## src/rtl/credit_turn_layer.sv

```systemverilog
module credit_turn_layer #(
  parameter bit IS_MASTER = 1'b1,
  parameter int DW        = 32,
  parameter int SZ_W      = 5,
  parameter int CRED_POS  = 5
) (
  input  logic          clk,
  input  logic          rst_n,
  input  logic          utx_valid,
  output logic          utx_ready,
  input  logic [DW-1:0] utx_data,
  output logic          urx_valid,
  input  logic          urx_ready,
  output logic [DW-1:0] urx_data,
  output logic          ctx_valid,
  input  logic          ctx_ready,
  output logic [DW-1:0] ctx_data,
  input  logic          crx_valid,
  output logic          crx_ready,
  input  logic [DW-1:0] crx_data
);

  typedef enum logic [1:0] {ST_IDLE, ST_META, ST_DATA, ST_RECV} st_t;

  st_t            st;
  logic           hdr_ph;
  logic [SZ_W-1:0] left;
  logic           cred_q;

  logic [SZ_W-1:0] rx_sz, tx_sz, cur_sz;
  logic           rx_bare, rx_fire, tx_fire, last, rx_cred;
  logic [DW-1:0]  meta_w, user_hdr;

  assign rx_sz   = crx_data[SZ_W-1:0];
  assign tx_sz   = utx_data[SZ_W-1:0];
  assign rx_bare = hdr_ph && (rx_sz == '0);

  assign crx_ready = (st == ST_RECV) && (rx_bare || urx_ready);
  assign urx_valid = (st == ST_RECV) && !rx_bare && crx_valid;
  assign urx_data  = crx_data;

  always_comb begin
    meta_w = '0;
    meta_w[CRED_POS] = urx_ready;
    user_hdr = utx_data;
    user_hdr[CRED_POS] = urx_ready;
  end

  assign ctx_valid = (st == ST_META) || ((st == ST_DATA) && utx_valid);
  assign ctx_data  = (st == ST_META) ? meta_w : (hdr_ph ? user_hdr : utx_data);
  assign utx_ready = (st == ST_DATA) && ctx_ready;

  assign rx_fire = crx_valid && crx_ready;
  assign tx_fire = ctx_valid && ctx_ready;
  assign cur_sz  = (st == ST_RECV) ? rx_sz : tx_sz;
  assign last    = hdr_ph ? (cur_sz == '0) : (left == SZ_W'(1));
  assign rx_cred = hdr_ph ? crx_data[CRED_POS] : cred_q;

  always_ff @(posedge clk) begin
    if (!rst_n) begin
      st     <= ST_IDLE;
      hdr_ph <= 1'b1;
      left   <= '0;
      cred_q <= 1'b0;
    end else begin
      case (st)
        ST_IDLE: st <= IS_MASTER ? ST_META : ST_RECV;
        ST_META: if (ctx_ready) st <= ST_RECV;
        ST_DATA: if (tx_fire) begin
          if (last) begin
            st     <= ST_RECV;
            hdr_ph <= 1'b1;
          end else begin
            hdr_ph <= 1'b0;
            left   <= hdr_ph ? cur_sz : left - SZ_W'(1);
          end
        end
        ST_RECV: if (rx_fire) begin
          if (hdr_ph) cred_q <= crx_data[CRED_POS];
          if (last) begin
            hdr_ph <= 1'b1;
            st     <= (rx_cred && utx_valid) ? ST_DATA : ST_META;
          end else begin
            hdr_ph <= 1'b0;
            left   <= hdr_ph ? cur_sz : left - SZ_W'(1);
          end
        end
        default: st <= ST_IDLE;
      endcase
    end
  end


  no_overlap_chk: assert property (@(posedge clk) disable iff (!rst_n)
    !(ctx_valid && crx_ready));


  meta_hold_chk: assert property (@(posedge clk) disable iff (!rst_n)
    (st == ST_META && !ctx_ready) |=> (ctx_valid && ctx_data[SZ_W-1:0] == '0));


  tx_to_rx_chk: assert property (@(posedge clk) disable iff (!rst_n)
    (tx_fire && last) |=> (!ctx_valid && !utx_ready));


  data_needs_credit_chk: assert property (@(posedge clk) disable iff (!rst_n)
    (st == ST_DATA) |-> cred_q);


  bare_hidden_chk: assert property (@(posedge clk) disable iff (!rst_n)
    (st == ST_RECV && hdr_ph && crx_valid && rx_sz == '0) |-> (crx_ready && !urx_valid));


  rx_pass_chk: assert property (@(posedge clk) disable iff (!rst_n)
    urx_valid |-> (crx_valid && (crx_ready == urx_ready)));

endmodule

```

## config.mk

```make
export PLATFORM = sky130hd
export DESIGN_NAME = credit_turn_layer
export DESIGN_NICKNAME = d
export VERILOG_FILES = /design/src/rtl/credit_turn_layer.sv
export SDC_FILE = /design/constraint.sdc
export NUM_CORES = 1
export LEC_CHECK = 0
export BUFFER_PORTS_ARGS = -buffer_cell sky130_fd_sc_hd__buf_2
export CAP_MARGIN = 20
export CORE_UTILIZATION = 35
export DETAILED_ROUTE_END_ITERATION = 6
export PLACE_DENSITY = 0.88
export SLEW_MARGIN = 20
export SYNTH_ARGS = -nofsm -noshare
export SYNTH_HDL_FRONTEND = slang
export SYNTH_SLANG_ARGS = --single-unit
```

## constraint.sdc

```tcl
create_clock -name clk -period 2.27 [get_ports clk]
set_input_delay 0.681 -clock clk [delete_from_list [all_inputs] [get_ports clk]]
set_output_delay 0.681 -clock clk [all_outputs]
set_load 0.02 [all_outputs]
```

; After elaboration in Yosys (flattened, before gate mapping)
; Cells that the tools add are included.
[classes]
n_eq_ne = 9
muxes = 21
div = 0
reduce_logical = 19
order_cmp = 0
n_addsub = 1
n_bitwise = 0
mul = 0
shift = 0
[op_table]
columns = cell, n
row1 = 2-to-1 mux 32 bit, 1
row2 = 2-to-1 mux 5 bit, 5
row3 = 2-to-1 mux 2 bit, 6
row4 = logical NOT 5 bit, 2
row5 = "!= test 2 bit, second input constant", 5
row6 = one-hot mux 5 bit (2 select lines), 1
row7 = logical AND 1 bit, 9
row8 = one-hot mux 2 bit (4 select lines), 1
row9 = 2-to-1 mux 6 bit, 1
row10 = "== test 5 x 1 -> 1 bit, second input constant", 1
row11 = 2-to-1 mux 1 bit, 5
row12 = AND reduction 5 bit, 1
row13 = "subtractor 5 x 1 -> 5 bit, second input constant", 1
row14 = "== test 2 bit, second input constant", 2
row15 = AND reduction 3 bit, 1
row16 = "== test 2 x 1 -> 1 bit, second input constant", 1
row17 = logical NOT 2 bit, 1
row18 = logical OR 1 bit, 2
row19 = one-hot mux 1 bit (2 select lines), 1
row20 = AND reduction 2 bit, 1
row21 = nonzero test 2 bit, 1
row22 = logical NOT 1 bit, 1
[word_totals]
mem_bits_ro = 0
latch_bits = 0
register_bits = 9
mem_count = 0
mem_bits_rw = 0
out_inout_bits = 68

; Depth between registers and ports, before layout
[logic_depth]
word_depth = 7
ltp_mapped = 7

; Worst setup path after synthesis
; No wires, ideal clock.
[synth_timing]
path_kind = input port to output port
from = in crx_data[3]
to = out crx_ready
slack_ps = 104
arrival_ps = 1485
path_stages = 3
cell_sequence = nor4b_4 > a21oi_1 > nor2b_1
[synth_between]
elab_chain_cells = 4
[synth_rtl]
columns = item, line_no
row1 = start: declaration, 20  ; input logic [DW-1:0] crx_data
row2 = logical NOT 5 bit, 36  ; assign rx_bare = hdr_ph && (rx_sz == '0);
row3 = logical AND 1 bit, 36
row4 = logical OR 1 bit, 38  ; assign crx_ready = (st == ST_RECV) && (rx_bare || urx_ready);
row5 = logical AND 1 bit, 38
row6 = end: declaration, 19  ; output logic crx_ready,
; No other way between the ends.

; Worst setup path after layout
[layout_timing]
from = in crx_data[1]
to = out crx_ready
; The elaborated chain is that of the path after synthesis.

==> impl_metrics.json <==
{
  "status": "completed",
  "reg2regPathDepth": 6,
  "avgViaCountPerCell": 4.76,
  "report.final.hold_viol_count": 0,
  "power_leakage_nw": 0.821,
  "start_util": 0.376,
  "worstPathRequired_ps": 1590,
  "final_nets": 293,
  "design_area_sq_um": 1600,
  "grt_pass1_wl_microns": 5030,
  "syn_area_sq_um": 1280,
  "critPathKind": "in2out",
  "wl_microns": 3200,
  "clk_path_buf_depth": 2,
  "worstPathArrival_ps": 1530,
  "diodes": 0,
  "async_flop_share": 0,
  "rsz0062_at_grt": "yes",
  "ir_drop_mv": 0.453,
  "drt_first_pass_iters": 4,
  "fin_skew_ps": 5.75,
  "grt_max_degree": 16,
  "clock_sinks": 9,
  "core_area_sq_um": 3420,
  "cts_htree_levels": 1,
  "drv_slew": 0,
  "cp-end-kind": "output pin",
  "vias": 1247,
  "synth_edf_count": 0,
  "grtUsageTotal": 0.159,
  "nFillCells": 370,
  "power_w": 0.00153,
  "io_buffers": 85,
  "timing.critical_path.fanout_max": 3,
  "start_kind": "input pin",
  "clock_latency_ps": 260,
  "finalWorstSetupSlack_ps": 56.9,
  "seq_area_frac_synth": 0.140,
  "place_area_sq_um": 1550,
  "gp_congestion": 0.880,
  "worst_pin_slew_ps": 519,
  "whs_path_depth": 2,
  "hold_class": "reg2reg",
  "cts_root_buffer": "clkbuf_4",
  "die_w_microns": 62.6,
  "ys_ff_latch": 9,
  "ys_types": 38,
  "drive_gt1_frac": 0.514,
  "dr.first_iter.drc_count": 26,
  "regArea_sq_um": 183,
  "cts_tree": "yes",
  "row_count": 21,
  "clk_pin_slew_ps": 60,
  "period_needed_ps": 2210,
  "antenna_left": 0,
  "cts_buffers": 3,
  "area_growth_pct": 24.7,
  "ios": 138,
  "synthCells": 159,
  "max_freq_ghz": 0.452,
  "ys_warn_count": 0,
  "place_worst_setup_slack_ps": -35.6,
  "die-area_sq_um": 3920,
  "timing.final.crit_share": 0.975,
  "drc": 0,
  "grt_overflow": 0,
  "synth_flop_cell": "dfxtp_1",
  "hpwl_microns": 2660,
  "multi_input_area_sq_um": 825,
  "synth.avg_cell_area_sq_um": 8.08,
  "die_y_microns": 62.6,
  "grt_pass1_vias": 1131,
  "drv_cap": 0,
  "wl_per_cell_microns": 12.2,
  "antenna_found_initial": 0,
  "relSlewSlack": 0.651,
  "syn_nets": 235,
  "setup_violations": 0,
  "p_per_area_nw_per_um2": 952
}
final cells by class:
| type | count | share of cell area |
|---|---|---|
| Clock buffer | 4 | 0.0164 |
| Tap cell | 46 | 0.0359 |
| Sequential cell | 9 | 0.114 |
| Inverter | 6 | 0.0141 |
| Multi-Input combinational cell | 106 | 0.514 |
| Timing Repair Buffer | 91 | 0.305 |
metal layers:
metal,GRT usage,share of wire,up-vias
met5,0,0,-
met4,0.0523,0.017,0
met3,0.0474,0.076,13
met2,0.285,0.48,60
met1,0.176,0.43,551
li1,-,-,623
final timing paths:
kind / startpoint / to / slack [ps]
max: crx_data[1] / crx_ready / 60
min: cred_q$_SDFFE_PN0P_ / cred_q$_SDFFE_PN0P_ / 500
max reg2reg: st[0]$_SDFFE_PN0P_ / left[4]$_SDFFE_PN0P_ / 250
min reg2reg: cred_q$_SDFFE_PN0P_ / cred_q$_SDFFE_PN0P_ / 500
cell families after synthesis:
logic type / Yosys count / synth area share
compound gates: 22 / 0.141
mux: 12 / 0.0954
fa+ha+maj: 6 / 0.0584
buf+inv: 44 / 0.223
simple gates: 63 / 0.321
xor+xnor: 3 / 0.0205
flops: 9 / 0.140
synth_stat cells (all sizes together), types with 3 or more instances:
library cell  instances  share of area
inv                   6          0.018
nor2                  5          0.015
a21oi                 6          0.023
nor2b                33           0.16
clkbuf                4          0.012
buf                  34           0.19
nand2                10          0.029
dfxtp                 9           0.14
o21ai                 4          0.016
ha                    6          0.058
mux2i                10          0.078
nand4                 3          0.015
per-stage QoR:
stage	utilization	TNS (ps)	std cells	hold WS [ps]
detailed placement	0.453	-89.3	258	490
finish	0.469	0	262	496
CTS	0.461	0	262	504
floorplan	-	0	159	456
global placement	0.453	0	258	470
global route	0.469	-34.8	262	518
sequential cells by signal, indices dropped and copies added (netlist names):
register,flops
left,5
st,2
hdr_ph,1
cred_q,1
critical path: stages:
cell,delay (ps)
buf_8,100
nor4b_4,360
a21oi_2,110
nor2b_1,130
buf_4,150
what timing repair did:
| action | 4_1_cts | 5_1_grt |
|---|---|---|
| buffers inserted | 0 | 0 |
| hold buffers | 0 | 0 |
| resized for setup | 0 | 10 |
| endpoints found under the setup margin | 0 | 3 |
power by group:
part	switching, W	total, W	internal, W	leakage, nW
clock	0.0000558	0.000124	0.0000677	0.0150
sequential	0.0000486	0.000250	0.000201	0.0732
combinational	0.000690	0.00115	0.000463	0.733
total	0.000794	0.00153	0.000732	0.821
cells in the final DEF, fill, tap and decap left out, drive strengths merged:
cell type,instances
a211o,1
a211oi,1
a21o,1
a21oi,6
a221o,1
a221oi,1
a311oi,1
a31oi,1
and2,2
and4bb,1
buf,91
clkbuf,4
dfxtp,9
ha,6
inv,6
mux2,2
mux2i,10
nand2,10
nand4,3
nor2,5
nor2b,33
nor3,2
nor3b,1
nor4b,2
o211ai,2
o21ai,4
o31ai,2
o41ai,1
or2,1
or3,1
or4,1
or4b,1
xnor2,1
xor2,2
No activity file was read; power rests on OpenSTA's default activity.
